## config.mk

```make
export PLATFORM = sky130hd
export DESIGN_NAME = adc_conv_timer
export DESIGN_NICKNAME = d
export VERILOG_FILES = /design/src/rtl/adc_tmr_pkg.sv /design/src/rtl/adc_clk_div.sv /design/src/rtl/adc_phase_fsm.sv /design/src/rtl/adc_conv_timer.sv
export SDC_FILE = /design/constraint.sdc
export NUM_CORES = 1
export LEC_CHECK = 0
export BUFFER_PORTS_ARGS = -buffer_cell sky130_fd_sc_hd__buf_4
export CORE_ASPECT_RATIO = 2
export CORE_MARGIN = 5
export CORE_UTILIZATION = 45
export CTS_CLUSTER_DIAMETER = 50
export DETAILED_ROUTE_END_ITERATION = 6
export GPL_TIMING_DRIVEN = 0
export SLEW_MARGIN = 5
export SYNTH_ARGS = -nofsm -noshare
export SYNTH_HDL_FRONTEND = slang
export SYNTH_HIERARCHICAL = 1
export SYNTH_SLANG_ARGS = --single-unit
```

## constraint.sdc

```tcl
create_clock -name clk -period 8.2 [get_ports clk]
set_input_delay 1.23 -clock clk [delete_from_list [all_inputs] [get_ports clk]]
set_output_delay 1.23 -clock clk [all_outputs]
set_load 0.01 [all_outputs]
```

## src/rtl/adc_tmr_pkg.sv

```systemverilog
package adc_tmr_pkg;

    localparam int PRS_W   = 5;
    localparam int SMP_W   = 2;
    localparam int PHASE_W = 5;
    localparam int INIT_LEN = 2;
    localparam int RES_HI_LEN = 10;
    localparam int RES_LO_LEN = 8;

    typedef enum logic [1:0] {
        ST_IDLE,
        ST_INIT,
        ST_SAMP,
        ST_RES
    } tmr_state_e;

    function automatic logic [PHASE_W-1:0] samp_len(input logic [SMP_W-1:0] sel);
        return PHASE_W'(2) << sel;
    endfunction

    function automatic logic [PHASE_W-1:0] res_len(input logic hi_short);
        return hi_short ? PHASE_W'(RES_LO_LEN) : PHASE_W'(RES_HI_LEN);
    endfunction

endpackage

```

## src/rtl/adc_clk_div.sv

```systemverilog
module adc_clk_div #(
    parameter int PRS_W = 5
) (
    input  logic             clk,
    input  logic             rst_n,
    input  logic             run,
    input  logic [PRS_W-1:0] prs,
    output logic             tick_en
);

    logic [PRS_W-1:0] mod_cnt;
    logic             half_q;
    logic             mod_tick;

    // Modulus stage: wraps after prs+1 cycles; prs == 0 ticks every cycle (bypass)
    assign mod_tick = (mod_cnt == prs);

    always_ff @(posedge clk or negedge rst_n) begin
        if (!rst_n) begin
            mod_cnt <= '0;
            half_q  <= 1'b0;
        end else if (!run) begin
            mod_cnt <= '0;
            half_q  <= 1'b0;
        end else if (mod_tick) begin
            mod_cnt <= '0;
            half_q  <= ~half_q;
        end else begin
            mod_cnt <= mod_cnt + 1'b1;
        end
    end

    // Divide-by-2 stage: every second modulus tick becomes a strobe
    assign tick_en = run && mod_tick && half_q;

endmodule

```

## src/rtl/adc_phase_fsm.sv

```systemverilog
module adc_phase_fsm
    import adc_tmr_pkg::*;
(
    input  logic             clk,
    input  logic             rst_n,
    input  logic             start,
    input  logic             abort,
    input  logic             cen,
    input  logic [PRS_W-1:0] prs_in,
    input  logic [SMP_W-1:0] smp_in,
    input  logic             res8_in,
    output logic [PRS_W-1:0] prs_q,
    output logic             busy,
    output logic             sampling,
    output logic             converting,
    output logic             done
);

    tmr_state_e         state_q, state_d;
    logic [PHASE_W-1:0] cnt_q;
    logic [PHASE_W-1:0] cur_len;
    logic [SMP_W-1:0]   smp_q;
    logic               res8_q;
    logic               last_tick;
    logic               go;

    assign go = start && !abort;

    always_comb begin
        unique case (state_q)
            ST_INIT: cur_len = PHASE_W'(INIT_LEN);
            ST_SAMP: cur_len = samp_len(smp_q);
            ST_RES:  cur_len = res_len(res8_q);
            default: cur_len = PHASE_W'(INIT_LEN);
        endcase
    end

    assign last_tick = cen && (cnt_q == cur_len - 1'b1);

    // Next-state logic
    always_comb begin
        state_d = state_q;
        unique case (state_q)
            ST_IDLE: if (go) state_d = ST_INIT;                    // T_GO
            ST_INIT: if (abort) state_d = ST_IDLE;                 // T_ABORT
                     else if (last_tick) state_d = ST_SAMP;        // T_SAMPLE
            ST_SAMP: if (abort) state_d = ST_IDLE;
                     else if (last_tick) state_d = ST_RES;         // T_RESOLVE
            ST_RES:  if (abort) state_d = ST_IDLE;
                     else if (last_tick) state_d = ST_IDLE;        // T_DONE
            default: state_d = ST_IDLE;
        endcase
    end

    // State register, phase counter and captured settings
    always_ff @(posedge clk or negedge rst_n) begin
        if (!rst_n) begin
            state_q <= ST_IDLE;
            cnt_q   <= '0;
            prs_q   <= '0;
            smp_q   <= '0;
            res8_q  <= 1'b0;
        end else begin
            state_q <= state_d;
            if (state_q == ST_IDLE && go) begin
                prs_q  <= prs_in;
                smp_q  <= smp_in;
                res8_q <= res8_in;
            end
            if (state_d != state_q) begin
                cnt_q <= '0;
            end else if (cen) begin
                cnt_q <= cnt_q + 1'b1;
            end
        end
    end

    // Output decode
    always_comb begin
        busy       = 1'b0;
        sampling   = 1'b0;
        converting = 1'b0;
        done       = 1'b0;
        unique case (state_q)
            ST_IDLE: ;
            ST_INIT: begin busy = 1'b1; sampling = 1'b1; end
            ST_SAMP: begin busy = 1'b1; sampling = 1'b1; end
            ST_RES: begin
                busy       = 1'b1;
                converting = 1'b1;
                done       = last_tick && !abort;
            end
            default: ;
        endcase
    end

endmodule

```

## src/rtl/adc_conv_timer.sv

```systemverilog
module adc_conv_timer
    import adc_tmr_pkg::*;
(
    input  logic             clk,
    input  logic             rst_n,
    input  logic [PRS_W-1:0] prs_val,
    input  logic [SMP_W-1:0] smp_sel,
    input  logic             res8_sel,
    input  logic             start,
    input  logic             abort,
    output logic             cclk_en,
    output logic             sampling,
    output logic             converting,
    output logic             done
);

    logic [PRS_W-1:0] prs_q;
    logic             busy;
    logic             tick;

    adc_phase_fsm u_fsm (
        .clk        (clk),
        .rst_n      (rst_n),
        .start      (start),
        .abort      (abort),
        .cen        (tick),
        .prs_in     (prs_val),
        .smp_in     (smp_sel),
        .res8_in    (res8_sel),
        .prs_q      (prs_q),
        .busy       (busy),
        .sampling   (sampling),
        .converting (converting),
        .done       (done)
    );

    adc_clk_div #(.PRS_W(PRS_W)) u_div (
        .clk     (clk),
        .rst_n   (rst_n),
        .run     (busy),
        .prs     (prs_q),
        .tick_en (tick)
    );

    assign cclk_en = tick;

endmodule

```

Yosys cells after proc, flatten, opt, wreduce, memory -nomap -nowiden
Cells that the tools add are included.

storage, ports and cells
  register bits = 21
  bits of input ports = 12
  output and inout bits = 4

cells by class
  reductions and logical operators = 11
  bitwise gates (word level) = 1
  multiplexer cells = 20
  shifts and indexed selects = 1
  eq/ne operators = 7
  add/sub/neg operators = 3

operator list
  operator                                                            count
  5-bit two-way mux                                                   4
  2-bit two-way mux                                                   8
  5-bit by 1-bit adder with 5-bit output, second input constant       2
  5-bit == test                                                       2
  5-bit case mux with 2 select lines                                  1
  2-bit case mux with 4 select lines                                  1
  1-bit logical AND                                                   6
  1-bit two-way mux                                                   6
  2-bit by 2-bit << shifter with 5-bit output, first input constant   1
  5-bit by 1-bit subtractor with 5-bit output, second input constant  1
  2-bit == test, second input constant                                2
  3-bit OR reduction                                                  1
  2-bit by 1-bit == test with 1-bit output, second input constant     1
  2-bit logical NOT                                                   1
  2-bit != test                                                       1
  2-bit != test, second input constant                                1
  2-bit nonzero test                                                  1
  2-bit OR reduction                                                  1
  1-bit logical NOT                                                   1
  1-bit NOT                                                           1

Longest topological paths before layout
  depth in word-level cells = 11
  gate-level depth with buffers = 11
  depth with buffers taken out = 10

Cells and area by module
The synthesis kept the hierarchy.

modules (own cells, without submodules)
  module         sequential area each (µm²)  instances  area each (µm²)  cells each
  adc_phase_fsm  375.4                       1          1029.7           105
  adc_clk_div    150.1                       1          320.3            32

Least setup slack after synthesis
No wires, ideal clock.

  path kind = register to output
  start = register u_fsm.state_q[0]
  end = output done
  path buffers = 1
  arrival = 2528 ps
  data required time = 6970 ps
  path slack = 4442 ps
  stages on the path, launching flop included = 12
  path through = dfrtp_1 -> inv_1 -> ha_1 -> inv_1 -> nand2_1 -> nor2_1 -> clkbuf_1 -> nand2_1 -> nor4_2 -> o211ai_1 -> or2_4 -> nor3_1

on the way
  longest elaborated chain between the ends = 8
  elaborated cells on any way between the ends = 13

ends and longest elaborated chain
  element                                                                    line                  source
  start, declared                                                            adc_phase_fsm.sv:19   tmr_state_e state_q, state_d;
  start signal, assigned                                                     adc_phase_fsm.sv:64   state_q <= state_d;
  2-bit by 1-bit == test with 1-bit output or 2-bit == test (tied branches)  adc_phase_fsm.sv:84   unique case (state_q)
  3-bit OR reduction (no line) *                                             -
  1-bit two-way mux *                                                        adc_phase_fsm.sv:84
  net busy                                                                   adc_conv_timer.sv:18  logic busy;
  1-bit logical AND * (2 in series)                                          adc_clk_div.sv:34     assign tick_en = run && mod_tick && half_q;
  net cclk_en                                                                adc_conv_timer.sv:11  output logic cclk_en,
  1-bit logical AND *                                                        adc_phase_fsm.sv:38   assign last_tick = cen && (cnt_q == cur_len - 1'b1);
  1-bit logical AND *                                                        adc_phase_fsm.sv:91   done = last_tick && !abort;
  1-bit two-way mux *                                                        adc_phase_fsm.sv:84
  end, declared                                                              adc_conv_timer.sv:14  output logic done

Mark *: on every way through the listed nets, which the timed path passes. The rest lies on a longest branch.

Final worst setup path
  start = register u_fsm.state_q[0]
  end = output done

on the way
  longest elaborated chain between the ends = 8
  elaborated cells on any way between the ends = 13

ends and longest elaborated chain
  element                                                                    line
  2-bit by 1-bit == test with 1-bit output or 2-bit == test (tied branches)  adc_phase_fsm.sv:84
  3-bit OR reduction (no line) *                                             -
  1-bit two-way mux *                                                        adc_phase_fsm.sv:84
  net busy                                                                   adc_conv_timer.sv:18
  1-bit logical AND * (2 in series)                                          adc_clk_div.sv:34
  1-bit logical AND *                                                        adc_phase_fsm.sv:38
  1-bit logical AND *                                                        adc_phase_fsm.sv:91
  1-bit two-way mux *                                                        adc_phase_fsm.sv:84

Marks and branches as above.

==> metrics <==
Post-Syn Area 1350 um^2; FFs w/ async S/R, synth 100%; Setup Crit Path Kind flop to output pin; fmax 227 MHz; reg2reg setup slack 5.00 ns; GRT overflow 0; Synth area leader dfrtp_1; hpwl dp 2230 um; nets@finish 177; Synth cell types 42; top-count cell post-synth dfrtp_1; Commonest cells post-synth 21 x dfrtp_1, 17 x nor2_1, 8 x ha_1, 8 x mux2_2, 8 x o21ai_0; Die Wd 48.7 um; clk_skew 0.00448 ns; die area 4260 um^2; CTS buffer count 3; vias in the first global route 1138; maximum vdd drop 146 uV; CTS max path bufs 2; clk_lat worst skew 0.26 ns; most used flip-flop cell after synthesis dfrtp_1; register bit total from synthesis 21; Power Dens Cells 232 nW/um^2; Tcrit/Tclk final 53.7%; post_cts resized 0; Final ANT Viol Nets 0; register area share after synthesis 38.9%; largest net degree at the start of global routing 22; Switching Share 36.4%; Final Max Slew Viols 0; first-pass GRT wire length 5170 um; Synth Area per Inst 9.85 um^2; Finished Layout Cells 186; final instance area 1550 um^2; fillers 278; post-placement cell count 182; H-tree Lvls 1; hold_buf cts 0; Ys Warns 6; share of layout cells above drive strength 1 22.4%; Detailed Route Iter0 Violations 18; CP max FO 8; Overall Global Routing Usage 15.1%; switching power 0.131 mW; Antenna diodes 0; Sequential cell area 526 um^2; drt first pass iters 4; Comb power frac 36.9%; leak pwr 0.684 nW; chip height 87.5 um; wire length per cell 15.0 um; sequential power share 44.8%; Post-synth EDFFs 0; Clk pwr share 18.3%; CTS tree built; Synth top area share 38.9%; initial antenna violation count 0; Finish-stage setup viols 0; Post-Route WL 2790 um; CP arrival 3.18 ns; synthesis-to-finish area growth 14.6%; core area 2940 um^2; Mapped Nets 157; initial core utilization 45.9%; max_slew headroom 59.3%; Area after DPL 1500 um^2; Hold Vio Cnt, Final 0; Min Hold Slack 0.533 ns; root buffer cell clkbuf_8; Final Power 0.359 mW; drc violations 0; Hold Path Class flop to flop; CTS Sinks 21; RSZ-0062 raised after global routing false; Setup crit end kind output pin; Area contributors post-synth dfrtp_1 39%, ha_1 7.4%, mux2_2 6.7%; DR vias 1058; Ports 16; min Tclk post-route 4.41 ns; Total Neg Setup Slack 0 ns; reported max-cap violation count 0; Worst-Margin Slew 0.606 ns; Placer Congestion 0.874; Rows 28; required time of the critical path 6.97 ns; crit start category flop; P_int 0.229 mW; status finished clean; Vias/cell 5.69; area of the multi-input gates 781 um^2; Reg clk slew, reported paths 0.08 ns; PortBufs 15; Setup Buffers After CTS 0; Post-Syn Instances 137
## critical path, stage by stage, from the launching register on
cell and delay, ns:
dfrtp_1 0.46, inv_1 0.17, ha_1 0.33, inv_1 0.23
nand2_1 0.10, nor2_1 0.19, clkbuf_1 0.29, nand2_1 0.11
nor4_2 0.27, o211ai_1 0.21, or2_4 0.29, nor3_1 0.13
buf_4 0.15
## area by class of cell
| type | instances | area share (%) |
|---|---|---|
| clock buffer | 3 | 2.67 |
| inverter | 5 | 1.21 |
| timing repair buffer | 15 | 7.28 |
| clock inverter | 1 | 0.324 |
| buffer | 4 | 1.62 |
| multi-input combinational | 107 | 50.5 |
| sequential | 21 | 34.0 |
| tap | 30 | 2.43 |
## power groups by stage
stage               clock [mW]  combinational, mW  sequential, mW
finish                  0.0657              0.133           0.161
global route            0.0728              0.153           0.165
CTS                     0.0679              0.134           0.161
detailed placement           0              0.132           0.163
global placement             0              0.129           0.162
floorplan                    0              0.101           0.154
## worst paths after layout
path,from,cells after the start,to
worst max-delay path,u_fsm/state_q[0]$_DFF_PN0_,12,done
worst min-delay path,u_fsm/prs_q[2]$_DFFE_PN0P_,1,u_fsm/prs_q[2]$_DFFE_PN0P_
worst max register to register,u_fsm/state_q[0]$_DFF_PN0_,11,u_fsm/cnt_q[2]$_DFFE_PN0P_
worst min register to register,u_fsm/prs_q[2]$_DFFE_PN0P_,1,u_fsm/prs_q[2]$_DFFE_PN0P_
max in group asynchronous,rst_n,1,u_fsm/state_q[0]$_DFF_PN0_
min in group asynchronous,rst_n,1,u_fsm/prs_q[3]$_DFFE_PN0P_
## registers in the layout, indices dropped and copies added, names as in the netlist
signal / count
u_fsm/res8_q: 1
u_fsm/state_q: 2
u_div/mod_cnt: 5
u_fsm/smp_q: 2
u_fsm/prs_q: 5
u_div/half_q: 1
u_fsm/cnt_q: 5
## per-stage QoR
step | setup slack [ns] | util [%]
floorplan | 4.44 | -
global placement | 4.09 | 51.0
detailed placement | 4.06 | 51.0
CTS | 3.75 | 52.6
global route | 3.53 | 52.6
finish | 3.79 | 52.6
## routing by layer
layer | global-route usage [%] | vias up | part of all wire, %
li1 | - | 522 | -
met1 | 16.9 | 510 | 38
met2 | 27.5 | 20 | 57
met3 | 1.89 | 6 | 2.8
met4 | 7.60 | 0 | 2.3
met5 | 0 | - | 0
## cells in the final DEF, fill, tap and decap left out, types with 2 or more instances in the layout
master and instances:
nor3_1 5, o21a_1 2, nand4_1 3, mux2i_1 3, nand2_1 6, nand2b_1 3, nand3_1 3, nor2_1 17
ha_1 8, o21ai_0 8, inv_1 5, nand3b_1 2, buf_4 15, a211oi_1 2, dfrtp_1 21, o211ai_1 2
nor2b_1 3, xnor2_1 6, clkbuf_8 3, mux2_2 8, a311oi_1 2, xor2_1 6
## kinds of logic after synthesis
group / Yosys count / synth area share [%]
adders and majority gates: 8 / 7.41
and+or+nand+nor: 50 / 19.6
AOI/OAI and AO/OA: 24 / 12.0
DFF: 21 / 38.9
buffers and inverters: 9 / 3.24
muxes: 13 / 11.0
xor gates and xnor gates: 12 / 7.78
Note: power is estimated with default switching activity, not from simulation.
